<file path="src/rtl/dvfs_pkg.sv">
package dvfs_pkg;
  typedef enum logic [1:0] {
    REQ_HOLD   = 2'd0,
    REQ_SLOWER = 2'd1,
    REQ_FASTER = 2'd2,
    REQ_PANIC  = 2'd3
  } dvfs_req_e;

  localparam int unsigned EV_DN   = 0;
  localparam int unsigned EV_UP   = 1;
  localparam int unsigned EV_PNC  = 2;
  localparam int unsigned EV_NONE = 3;
  localparam int unsigned EV_NUM  = 4;
endpackage

</file>
<file path="src/rtl/dvfs_next_level.sv">
module dvfs_next_level
  import dvfs_pkg::*;
#(
  parameter int unsigned NUM_LEVELS = 4,
  parameter logic [NUM_LEVELS-1:0] LEVEL_MASK = '1,
  parameter int unsigned LW = 2
) (
  input  logic [LW-1:0] cur,
  input  dvfs_req_e     code,
  output logic [LW-1:0] tgt,
  output logic          move
);
  always_comb begin
    tgt  = cur;
    move = 1'b0;
    unique case (code)
      REQ_SLOWER: begin
        // scan downward so the nearest allowed index above cur wins
        for (int i = NUM_LEVELS - 1; i >= 0; i--) begin
          if (i > int'(cur) && LEVEL_MASK[i]) begin
            tgt  = LW'(i);
            move = 1'b1;
          end
        end
      end
      REQ_FASTER: begin
        // scan upward so the nearest allowed index below cur wins
        for (int i = 0; i < NUM_LEVELS; i++) begin
          if (i < int'(cur) && LEVEL_MASK[i]) begin
            tgt  = LW'(i);
            move = 1'b1;
          end
        end
      end
      REQ_PANIC: begin
        if (cur != '0) begin
          tgt  = '0;
          move = 1'b1;
        end
      end
      default: begin
        tgt  = cur;
        move = 1'b0;
      end
    endcase
  end
endmodule

</file>
<file path="src/rtl/dvfs_ramp_timer.sv">
module dvfs_ramp_timer #(
  parameter int unsigned RAMP_CYC = 100
) (
  input  logic clk,
  input  logic rst_n,
  input  logic start,
  output logic busy,
  output logic done
);
  localparam int unsigned TW = (RAMP_CYC < 2) ? 1 : $clog2(RAMP_CYC);

  logic [TW-1:0] cnt_q;
  logic          busy_q;

  always_ff @(posedge clk or negedge rst_n) begin
    if (!rst_n) begin
      busy_q <= 1'b0;
      cnt_q  <= '0;
    end else if (start && !busy_q) begin
      busy_q <= 1'b1;
      cnt_q  <= TW'(RAMP_CYC - 1);
    end else if (busy_q) begin
      if (cnt_q == '0) busy_q <= 1'b0;
      else             cnt_q  <= cnt_q - 1'b1;
    end
  end

  assign busy = busy_q;
  assign done = busy_q && (cnt_q == '0);

  AST_RAMP_BOUND: assert property (@(posedge clk) disable iff (!rst_n)
    busy_q |-> (int'(cnt_q) <= int'(RAMP_CYC) - 1));
  AST_RAMP_NO_RESTART: assert property (@(posedge clk) disable iff (!rst_n)
    (busy_q && cnt_q != '0) |=> busy_q);
endmodule

</file>
<file path="src/rtl/dvfs_event_counters.sv">
module dvfs_event_counters
  import dvfs_pkg::*;
#(
  parameter int unsigned CNT_W = 16
) (
  input  logic                          clk,
  input  logic                          rst_n,
  input  logic [EV_NUM-1:0]             inc,
  output logic [EV_NUM-1:0][CNT_W-1:0]  cnt
);
  for (genvar g = 0; g < EV_NUM; g++) begin : g_ctr
    logic [CNT_W-1:0] c_q;
    always_ff @(posedge clk or negedge rst_n) begin
      if (!rst_n)      c_q <= '0;
      else if (inc[g]) c_q <= c_q + 1'b1;
    end
    assign cnt[g] = c_q;
  end

  AST_ONE_EVENT: assert property (@(posedge clk) disable iff (!rst_n)
    $onehot0(inc));
endmodule

</file>
<file path="src/rtl/dvfs_lvl_ctrl.sv">
module dvfs_lvl_ctrl
  import dvfs_pkg::*;
#(
  parameter int unsigned NUM_LEVELS    = 4,
  parameter logic [NUM_LEVELS-1:0] LEVEL_MASK = 4'b1011,
  parameter int unsigned DEFAULT_LEVEL = 1,
  parameter int unsigned VSW           = 3,
  parameter logic [NUM_LEVELS*VSW-1:0] VSTEP_TABLE = {3'd4, 3'd3, 3'd2, 3'd1},
  parameter logic [NUM_LEVELS-1:0] PLL_SEL_TABLE = 4'b1000,
  parameter int unsigned DIVW          = 8,
  parameter logic [NUM_LEVELS*DIVW-1:0] DIV_TABLE = {8'h13, 8'h12, 8'h11, 8'h10},
  parameter int unsigned PLLW          = 16,
  parameter logic [NUM_LEVELS*PLLW-1:0] PLL_TABLE =
    {16'hA003, 16'hA002, 16'hA001, 16'hA000},
  parameter int unsigned CLK_MHZ       = 100,
  parameter int unsigned RAMP_US       = 100,
  parameter int unsigned CNT_W         = 16,
  localparam int unsigned LW           = (NUM_LEVELS < 2) ? 1 : $clog2(NUM_LEVELS)
) (
  input  logic             clk,
  input  logic             rst_n,
  input  logic             auto_en,
  input  logic             upd_rdy,
  input  logic             req_valid,
  input  logic [1:0]       req_code,
  input  logic             man_valid,
  input  logic [LW-1:0]    man_level,
  output logic [LW-1:0]    level,
  output logic             scale_up,
  output logic [VSW-1:0]   vsteps,
  output logic             pll_sel,
  output logic             ramp_busy,
  output logic             div_wr,
  output logic [DIVW-1:0]  div_val,
  output logic             pll_wr,
  output logic [PLLW-1:0]  pll_val,
  output logic [CNT_W-1:0] cnt_dn,
  output logic [CNT_W-1:0] cnt_up,
  output logic [CNT_W-1:0] cnt_pnc,
  output logic [CNT_W-1:0] cnt_none
);
  localparam int unsigned RAMP_CYC = CLK_MHZ * RAMP_US;

  // table lookups by index, computed instead of part-selecting with a
  // variable that may exceed the table for non power-of-two level counts
  function automatic logic mask_of(input logic [LW-1:0] idx);
    logic r = 1'b0;
    for (int i = 0; i < NUM_LEVELS; i++) if (int'(idx) == i) r = LEVEL_MASK[i];
    return r;
  endfunction

  function automatic logic psel_of(input logic [LW-1:0] idx);
    logic r = 1'b0;
    for (int i = 0; i < NUM_LEVELS; i++) if (int'(idx) == i) r = PLL_SEL_TABLE[i];
    return r;
  endfunction

  function automatic logic [VSW-1:0] vstep_of(input logic [LW-1:0] idx);
    logic [VSW-1:0] r = '0;
    for (int i = 0; i < NUM_LEVELS; i++)
      if (int'(idx) == i) r = VSTEP_TABLE[i*VSW +: VSW];
    return r;
  endfunction

  function automatic logic [DIVW-1:0] div_of(input logic [LW-1:0] idx);
    logic [DIVW-1:0] r = '0;
    for (int i = 0; i < NUM_LEVELS; i++)
      if (int'(idx) == i) r = DIV_TABLE[i*DIVW +: DIVW];
    return r;
  endfunction

  function automatic logic [PLLW-1:0] pll_of(input logic [LW-1:0] idx);
    logic [PLLW-1:0] r = '0;
    for (int i = 0; i < NUM_LEVELS; i++)
      if (int'(idx) == i) r = PLL_TABLE[i*PLLW +: PLLW];
    return r;
  endfunction

  localparam logic [LW-1:0] DEF_LVL = LW'(DEFAULT_LEVEL);

  logic [LW-1:0]  level_q;
  logic           scale_up_q;
  logic [VSW-1:0] vsteps_q;
  logic           pll_sel_q;
  logic           pll_upd_q;
  logic           div_wr_q;
  logic           pll_wr_q;

  logic           busy;
  logic           ramp_done;
  dvfs_req_e      code;
  logic [LW-1:0]  auto_tgt;
  logic           auto_move;
  logic           auto_take;
  logic           man_take;
  logic           change;
  logic [LW-1:0]  tgt;
  logic [EV_NUM-1:0] ev_inc;
  logic [EV_NUM-1:0][CNT_W-1:0] ev_cnt;

  assign code = dvfs_req_e'(req_code);

  dvfs_next_level #(
    .NUM_LEVELS (NUM_LEVELS),
    .LEVEL_MASK (LEVEL_MASK),
    .LW         (LW)
  ) u_next (
    .cur  (level_q),
    .code (code),
    .tgt  (auto_tgt),
    .move (auto_move)
  );

  // a request is taken only when nothing masks it
  assign auto_take = auto_en && upd_rdy && req_valid && !busy;
  assign man_take  = !auto_en && upd_rdy && man_valid && !busy &&
                     mask_of(man_level) && (man_level != level_q);
  assign change    = (auto_take && auto_move) || man_take;
  assign tgt       = man_take ? man_level : auto_tgt;

  always_comb begin
    ev_inc          = '0;
    ev_inc[EV_DN]   = auto_take && auto_move && (code == REQ_SLOWER);
    ev_inc[EV_UP]   = auto_take && auto_move && (code == REQ_FASTER);
    ev_inc[EV_PNC]  = auto_take && auto_move && (code == REQ_PANIC);
    ev_inc[EV_NONE] = auto_take && (code == REQ_HOLD);
  end

  always_ff @(posedge clk or negedge rst_n) begin
    if (!rst_n) begin
      level_q    <= DEF_LVL;
      scale_up_q <= 1'b0;
      vsteps_q   <= VSW'(1);
      pll_sel_q  <= psel_of(DEF_LVL);
      pll_upd_q  <= 1'b0;
    end else if (change) begin
      level_q <= tgt;
      if (tgt < level_q) begin
        scale_up_q <= 1'b1;
        vsteps_q   <= vstep_of(tgt);
      end else begin
        scale_up_q <= 1'b0;
        vsteps_q   <= VSW'(1);
      end
      if (psel_of(tgt) != pll_sel_q) begin
        pll_sel_q <= ~pll_sel_q;
        pll_upd_q <= 1'b1;
      end else begin
        pll_upd_q <= 1'b0;
      end
    end
  end

  dvfs_ramp_timer #(
    .RAMP_CYC (RAMP_CYC)
  ) u_ramp (
    .clk   (clk),
    .rst_n (rst_n),
    .start (change),
    .busy  (busy),
    .done  (ramp_done)
  );

  always_ff @(posedge clk or negedge rst_n) begin
    if (!rst_n) begin
      div_wr_q <= 1'b0;
      pll_wr_q <= 1'b0;
    end else begin
      div_wr_q <= ramp_done;
      pll_wr_q <= ramp_done && pll_upd_q;
    end
  end

  dvfs_event_counters #(
    .CNT_W (CNT_W)
  ) u_cnt (
    .clk   (clk),
    .rst_n (rst_n),
    .inc   (ev_inc),
    .cnt   (ev_cnt)
  );

  assign level     = level_q;
  assign scale_up  = scale_up_q;
  assign vsteps    = vsteps_q;
  assign pll_sel   = pll_sel_q;
  assign ramp_busy = busy;
  assign div_wr    = div_wr_q;
  assign pll_wr    = pll_wr_q;
  assign div_val   = div_of(level_q);
  assign pll_val   = pll_of(level_q);
  assign cnt_dn    = ev_cnt[EV_DN];
  assign cnt_up    = ev_cnt[EV_UP];
  assign cnt_pnc   = ev_cnt[EV_PNC];
  assign cnt_none  = ev_cnt[EV_NONE];

  AST_LEVEL_ALLOWED: assert property (@(posedge clk) disable iff (!rst_n)
    mask_of(level_q));
  AST_HOLD_DURING_RAMP: assert property (@(posedge clk) disable iff (!rst_n)
    busy |=> $stable(level_q));
  AST_DIR_MATCHES: assert property (@(posedge clk) disable iff (!rst_n)
    (level_q != $past(level_q)) |-> (scale_up_q == (level_q < $past(level_q))));
  AST_PLL_WITH_DIV: assert property (@(posedge clk) disable iff (!rst_n)
    pll_wr_q |-> div_wr_q);
  AST_WRITE_AFTER_RAMP: assert property (@(posedge clk) disable iff (!rst_n)
    div_wr_q |-> $fell(busy));
  AST_PANIC_TO_ZERO: assert property (@(posedge clk) disable iff (!rst_n)
    (ev_cnt[EV_PNC] != $past(ev_cnt[EV_PNC])) |-> (level_q == '0));
  AST_NO_AUTO_MOVE_OFF: assert property (@(posedge clk) disable iff (!rst_n)
    (!auto_en && !man_valid) |=> $stable(level_q));
endmodule

</file>
<file path="config.mk">
export PLATFORM = sky130hd
export DESIGN_NAME = dvfs_lvl_ctrl
export DESIGN_NICKNAME = d
export VERILOG_FILES = /design/src/rtl/dvfs_pkg.sv /design/src/rtl/dvfs_next_level.sv /design/src/rtl/dvfs_ramp_timer.sv /design/src/rtl/dvfs_event_counters.sv /design/src/rtl/dvfs_lvl_ctrl.sv
export SDC_FILE = /design/constraint.sdc
export NUM_CORES = 1
export LEC_CHECK = 0
export BUFFER_PORTS_ARGS = -buffer_cell sky130_fd_sc_hd__buf_4
export CAP_MARGIN = 30
export CORE_MARGIN = 4
export CORE_UTILIZATION = 53
export CTS_CLUSTER_SIZE = 25
export DETAILED_ROUTE_END_ITERATION = 8
export PLACE_DENSITY = 0.89
export SKIP_CTS_REPAIR_TIMING = 1
export SLEW_MARGIN = 20
export SYNTH_ARGS = -nofsm -noshare
export SYNTH_HDL_FRONTEND = slang
export SYNTH_SLANG_ARGS = --single-unit
export TNS_END_PERCENT = 100
</file>
<file path="constraint.sdc">
create_clock -name clk -period 3 [get_ports clk]
set_clock_uncertainty 0.15 [all_clocks]
set_input_delay 0.45 -clock clk [delete_from_list [all_inputs] [get_ports clk]]
set_output_delay 0.45 -clock clk [all_outputs]
set_load 0.03 [all_outputs]
</file>
Word level (Yosys, flattened, before mapping)
Index checks and enable logic that the tools add are counted.
{"block": "word_totals", "ff_bits": 89, "latchBits": 0, "ram_bits": 0, "romBits": 0, "out_inout_bits": 98, "elab_cells": 107, "mem_count": 0}
{"block": "op_classes", "n_addsub": 5, "n_mul": 0, "div": 0, "order_cmp": 5, "eq_ne": 15, "n_shift": 0, "muxes": 40, "n_bitwise": 1, "reduce_logical": 28}
{"op": "adder 16 x 1 -> 16 bit (second input constant)", "n": 4}
{"op": "two-way mux 16 bit", "n": 4}
{"op": "two-way mux 14 bit", "n": 3}
{"op": "two-way mux 8 bit", "n": 3}
{"op": "two-way mux 1 bit", "n": 17}
{"op": "equality test 2 bit (second input constant)", "n": 8}
{"op": "logical AND 1 bit", "n": 16}
{"op": "logical NOT 14 bit", "n": 1}
{"op": "subtractor 14 x 1 -> 14 bit (second input constant)", "n": 1}
{"op": "two-way mux 2 bit", "n": 6}
{"op": "two-way mux 3 bit", "n": 4}
{"op": "equality test 2 x 1 -> 1 bit (second input constant)", "n": 4}
{"op": "logical NOT 2 bit", "n": 4}
{"op": "one-hot mux 2 bit (3 select lines)", "n": 1}
{"op": "two-way mux 5 bit", "n": 1}
{"op": "less-than comparator 1 x 2 -> 1 bit (first input constant)", "n": 2}
{"op": "AND reduction 2 bit", "n": 2}
{"op": "nonzero test 2 bit", "n": 2}
{"op": "one-hot mux 1 bit (3 select lines)", "n": 1}
{"op": "greater-than comparator 1 x 2 -> 1 bit (first input constant)", "n": 1}
{"op": "greater-than comparator 2 bit (first input constant)", "n": 1}
{"op": "logical NOT 1 bit", "n": 2}
{"op": "less-than comparator 2 bit", "n": 1}
{"op": "!= test 2 x 1 -> 1 bit (second input constant)", "n": 1}
{"op": "4 further kinds", "n": 4}

Logic depth before layout (Yosys ltp)
{"block": "depth", "ltp_word": 14, "ltp_mapped": 9, "mapped_depth_nobuf": 8}

Hierarchy
From an unflattened synthesis, not the netlist that was laid out.
{"block": "unflattened", "hier_cells": 407, "hier_area_um2": 4428.0}
{"module": "dvfs_event_counters", "instances": 1, "cells_per_inst": 222, "area_per_inst_um2": 2753.9}
{"module": "dvfs_ramp_timer", "instances": 1, "cells_per_inst": 93, "area_per_inst_um2": 868.3}
{"module": "dvfs_lvl_ctrl", "instances": 1, "cells_per_inst": 84, "area_per_inst_um2": 760.7}
{"module": "dvfs_next_level", "instances": 1, "cells_per_inst": 8, "area_per_inst_um2": 45.0}

Least setup slack after synthesis
No wires, ideal clock.
{"block": "synth_path", "path_type": "register to register", "from": "register level_q[0], in the netlist level[0]", "to": "register vsteps_q[1], in the netlist vsteps[1]", "arrival_ns": 2.191, "t_required_ns": 2.767, "setup_slack_ns": 0.577, "stages_incl_launch_ff": 9, "n_path_buf": 1, "period_less_slack_ns": 2.423, "cell_sequence": "dfstp_2 buf_2 xor2_1 o21bai_1 o21ai_0 o21ai_0 ha_1 a31o_2 o21ai_0"}
{"block": "synth_between", "elab_chain_cells": 10}
{"item": "start: declaration", "line_no": "dvfs_lvl_ctrl.sv:81", "text": "logic [LW-1:0] level_q;"}
{"item": "start signal: assignment", "line_no": "dvfs_lvl_ctrl.sv:137", "text": "level_q <= tgt;"}
{"item": "less-than comparator 1 x 2 -> 1 bit / greater-than comparator 2 bit (equally long branches)", "line_no": "dvfs_next_level.sv:29, dvfs_next_level.sv:20"}
{"item": "two-way mux 2 bit (on tied branches) (2 in a row)", "line_no": "dvfs_next_level.sv:29, dvfs_next_level.sv:20"}
{"item": "one-hot mux 2 bit (3 select lines)", "line_no": "dvfs_next_level.sv:16", "text": "unique case (code)"}
{"item": "two-way mux 2 bit (*)", "line_no": "dvfs_lvl_ctrl.sv:119", "text": "assign tgt = man_take ? man_level : auto_tgt;"}
{"item": "named net tgt[1]", "line_no": "dvfs_lvl_ctrl.sv:97", "text": "logic [LW-1:0] tgt;"}
{"item": "equality test 2 bit"}
{"item": "two-way mux 3 bit (3 in a row)", "line_no": "dvfs_lvl_ctrl.sv:61", "text": "if (int'(idx) == i) r = VSTEP_TABLE[i*VSW +: VSW];"}
{"item": "two-way mux 3 bit (*)", "line_no": "dvfs_lvl_ctrl.sv:138", "text": "if (tgt < level_q) begin"}
{"item": "end signal: assignment", "line_no": "dvfs_lvl_ctrl.sv:140", "text": "vsteps_q <= vstep_of(tgt);"}
{"item": "end: declaration", "line_no": "dvfs_lvl_ctrl.sv:83", "text": "logic [VSW-1:0] vsteps_q;"}
Mark *: on every way through the listed nets, which the timed path passes. The rest lies on a longest branch.
A chain may end at the register's enable or synchronous reset.

Worst setup path in the final report
{"block": "layout_path", "from": "register level_q[0], in the netlist level[0]", "to": "register scale_up_q, in the netlist scale_up"}
{"block": "layout_between", "elab_chain_cells": 7}
{"item": "less-than comparator 1 x 2 -> 1 bit / greater-than comparator 2 bit (equally long branches)", "line_no": "dvfs_next_level.sv:29, dvfs_next_level.sv:20"}
{"item": "two-way mux 2 bit (on tied branches) (2 in a row)", "line_no": "dvfs_next_level.sv:29, dvfs_next_level.sv:20"}
{"item": "one-hot mux 2 bit (3 select lines)", "line_no": "dvfs_next_level.sv:16"}
{"item": "two-way mux 2 bit (*)", "line_no": "dvfs_lvl_ctrl.sv:119"}
{"item": "named net tgt[1]", "line_no": "dvfs_lvl_ctrl.sv:97"}
{"item": "less-than comparator 2 bit (*)", "line_no": "dvfs_lvl_ctrl.sv:138"}
{"item": "two-way mux 1 bit (*)", "line_no": "dvfs_lvl_ctrl.sv:138"}
{"item": "end signal: assignment", "line_no": "dvfs_lvl_ctrl.sv:132", "text": "scale_up_q <= 1'b0;"}
{"item": "end signal: assignment", "line_no": "dvfs_lvl_ctrl.sv:139", "text": "scale_up_q <= 1'b1;"}
{"item": "end signal: assignment", "line_no": "dvfs_lvl_ctrl.sv:142", "text": "scale_up_q <= 1'b0;"}
{"item": "end: declaration", "line_no": "dvfs_lvl_ctrl.sv:82", "text": "logic scale_up_q;"}
Marked as above.

==> results.ini <==
[finish]
instances_no_fill = 604
area_delta_synth_final_pct = 19.3
drive_gt1_share_pct = 24.1
final_core_util_pct = 66.3
nets = 514
diodes = 0

[run]
drv_cap = 0

[critical_path]
r2r_slack_ps = 420
reg2reg_to = scale_up$_DFFE_PN0P_
path_class = flip-flop to flip-flop
arrival_ps = 2710
endpoint_kind = flip-flop
r2r_cells = 7
crit_slowest_cell = dfstp_2
crit_top_cell = o21ai_0
cp.required_ps = 3130
slowest_delay_ps = 670
crit_path_cell_trace = xor2_1 -> o21bai_1 -> o21ai_0 -> o21ai_0 -> ha_1 -> a31o_2 -> a21oi_1
critPathMaxFanout = 13
worstSetupStartpointType = flip-flop
startpoint = level[0]$_DFFE_PN1P_
r2r-start = level[0]$_DFFE_PN1P_

[timing]
rsz0062_at_grt = false
maxSlewViolCount = 0
tightest_slew_ps = 872
finalCritPeriodShare_pct = 86.1
setup_viol = 0
fmax_mhz = 387
hold_violations = 0
max_slew_margin_pct = 41.9
fin_crit_ps = 2580
worst_slack_ps = 416
totalNegativeSetupSlack_ps = 0
whs_ps = 232

[hold_path]
hold-path-cell-count = 3
hold_end = level[1]$_DFFE_PN0P_
worstHoldStart = man_level[1]
hold_path_class = input port to flip-flop

[yosys]
synth_mux_area_share_pct = 1.26
netlist_instances = 413
synthAdderAreaFrac_pct = 2.00
synth_flop_cell = dfrtp_1
yosys.area_share.simple_pct = 21.3
synth_top_family_by_area = simple AND/OR/NAND/NOR gates
synth-seq-cells = 89
synth-edff-count = 0
ys_types = 52
ys_warn_count = 0
synth_area_per_cell_um2 = 10.6
yosys.area_share.xor_xnor_pct = 13.6
async_flop_share_pct = 100
synthesis.area_um2 = 4380
synth_compound_area_share_pct = 5.37
ys_seq_area_share_pct = 50.9

[power_and_ir_drop]
peakVddDrop_v = 0.000365
p_int_mw = 1.70
power.share.clock_pct = 34.4
p_sw_share_pct = 26.3
power_density_nw_per_um2 = 442
power_frac_seq_pct = 57.3
p_comb_share_pct = 8.3
power_leakage_nw = 2.51
p_sw_mw = 0.608

[grt]
grt_overflow = 0
antenna_found_initial = 0
globalRouteTotalUtil_pct = 19.8
grt_max_degree = 54
grt_pass1_vias = 3278
grt_pass1_wl_mm = 15.8

[routing]
drt_pass1_iterations = 4
num_vias = 3311
first_iter_violations = 78
routed_wl_mm = 9.33
via_per_inst = 5.48
ant_nets = 0
route.detailed.drc = 0
post_drt_wl_per_cell_um = 15.5

[floorplan]
die_w_um = 98.9
dieHeight_um = 98.9
fp-row-count = 32
core-area_um2 = 7890
start_util_pct = 55.5
design.die.area_um2 = 9780
pin_count = 108

[place]
placed_cells = 587
hpwl_mm = 7.05
port_buffers = 87
gp_congestion = 0.830
dp_slack_ps = 464

[clock_network]
cts_tree = built
cts.sinks = 89
numCtsBuffers = 9
insertion_delay_ps = 350
htreeDepth = 3
cts_root_buf = clkbuf_8
clk_pin_slew_worst_paths_ps = 90
clk_path_buf_depth = 2

[run_status]
status = complete, no violations

flip-flops by register name (all words and copies together), names as in the netlist:
register	flops
div_wr	1
u_ramp.busy	1
pll_upd_q	1
pll_sel	1
vsteps	3
level	2
pll_wr	1
scale_up	1
u_cnt.g_ctr.c_q	64
u_ramp.cnt_q	14
Yosys cell counts, drive strengths merged, types with 3 or more instances:
cell type	count	area [µm²]
or3	3	23.8
nor4	6	58.8
clkbuf	6	23.8
and2	4	25.0
nand3	24	120
and3	6	37.5
nor2b	3	18.8
xnor2	45	394
and4	8	70.1
inv	5	18.8
nor3	16	85.1
ha	7	87.6
buf	28	195
nand4b	3	41.3
a211oi	3	22.5
a21oi	6	30.0
xor2	23	201
o21ai	10	50.1
nor2	23	86.3
nand4	20	125
nand2	45	169
mux2	4	45.0
dfrtp	87	2180
a31oi	3	18.8
how the worst max path moves through the flow:
stage	endpoint	slack (ps)	cells past startpoint
2_1_floorplan	vsteps[1]$_DFFE_PN0P_	580	8
3_3_place_gp	vsteps[2]$_DFFE_PN0P_	630	8
3_5_place_dp	vsteps[2]$_DFFE_PN0P_	460	8
4_1_cts	vsteps[2]$_DFFE_PN0P_	440	7
5_1_grt	vsteps[2]$_DFFE_PN0P_	200	7
6_report	scale_up$_DFFE_PN0P_	420	7
cell usage in the layout, fill, tap and decap left out, types with 8 or more instances in the layout:
master	synthesis	routed
xor2_1	23	23
nand4_1	20	20
and4_1	8	8
xnor2_1	45	45
clkbuf_8	0	9
nand2_1	45	45
nor2_1	23	23
nor3_1	15	15
o21ai_0	10	10
conb_1	2	20
dfrtp_1	87	87
buf_4	22	87
nand3_1	24	24
metrics by stage:
stage | area, µm² | total power, mW
after floorplan | 4450 | 1.48
after global placement | 5030 | 1.52
after global routing | 5230 | 2.42
after detailed placement | 5030 | 1.54
after CTS | 5220 | 2.32
final | 5230 | 2.31
worst max-delay path, delay by kind of cell, from the launching register on:
kind / cells / cell delay, ps
xor gates and xnor gates: 1 / 100
AOI/OAI and AO/OA: 5 / 1280
DFF: 1 / 670
adders and majority gates: 1 / 320
power groups by stage:
stage / Clock (mW) / Sequential, mW / Combinational (mW)
global route: 0.863 / 1.33 / 0.219
finish: 0.794 / 1.32 / 0.193
detailed placement: 0 / 1.34 / 0.194
global placement: 0 / 1.34 / 0.186
floorplan: 0 / 1.33 / 0.144
CTS: 0.809 / 1.32 / 0.195
cell families (layout without fill, tap and decap cells):
| group | count (synthesis) | after routing |
|---|---|---|
| simple gates | 169 | 169 |
| other cells | 2 | 20 |
| xor+xnor | 68 | 68 |
| flops | 89 | 89 |
| fa+ha+maj | 7 | 7 |
| mux | 5 | 5 |
| compound gates | 34 | 34 |
| buf+inv | 39 | 110 |
layout make-up:
| type | count | area, µm² |
|---|---|---|
| Tap cell | 102 | 128 |
| Multi-Input combinational cell | 303 | 1980 |
| Timing Repair Buffer | 89 | 683 |
| Clock buffer | 11 | 131 |
| Inverter | 5 | 18.8 |
| Sequential cell | 89 | 2230 |
| Fill cell | 604 | 2660 |
| Clock inverter | 5 | 56.3 |
metal layers:
metal / global-route usage (%) / wire length [µm] / up-vias
met5: 0 / 0 / -
li1: - / - / 1573
met4: 7.14 / 133 / 0
met2: 33.6 / 4690 / 109
met3: 4.03 / 531 / 12
met1: 25.0 / 3980 / 1617
(Power assumes the default switching activity.)
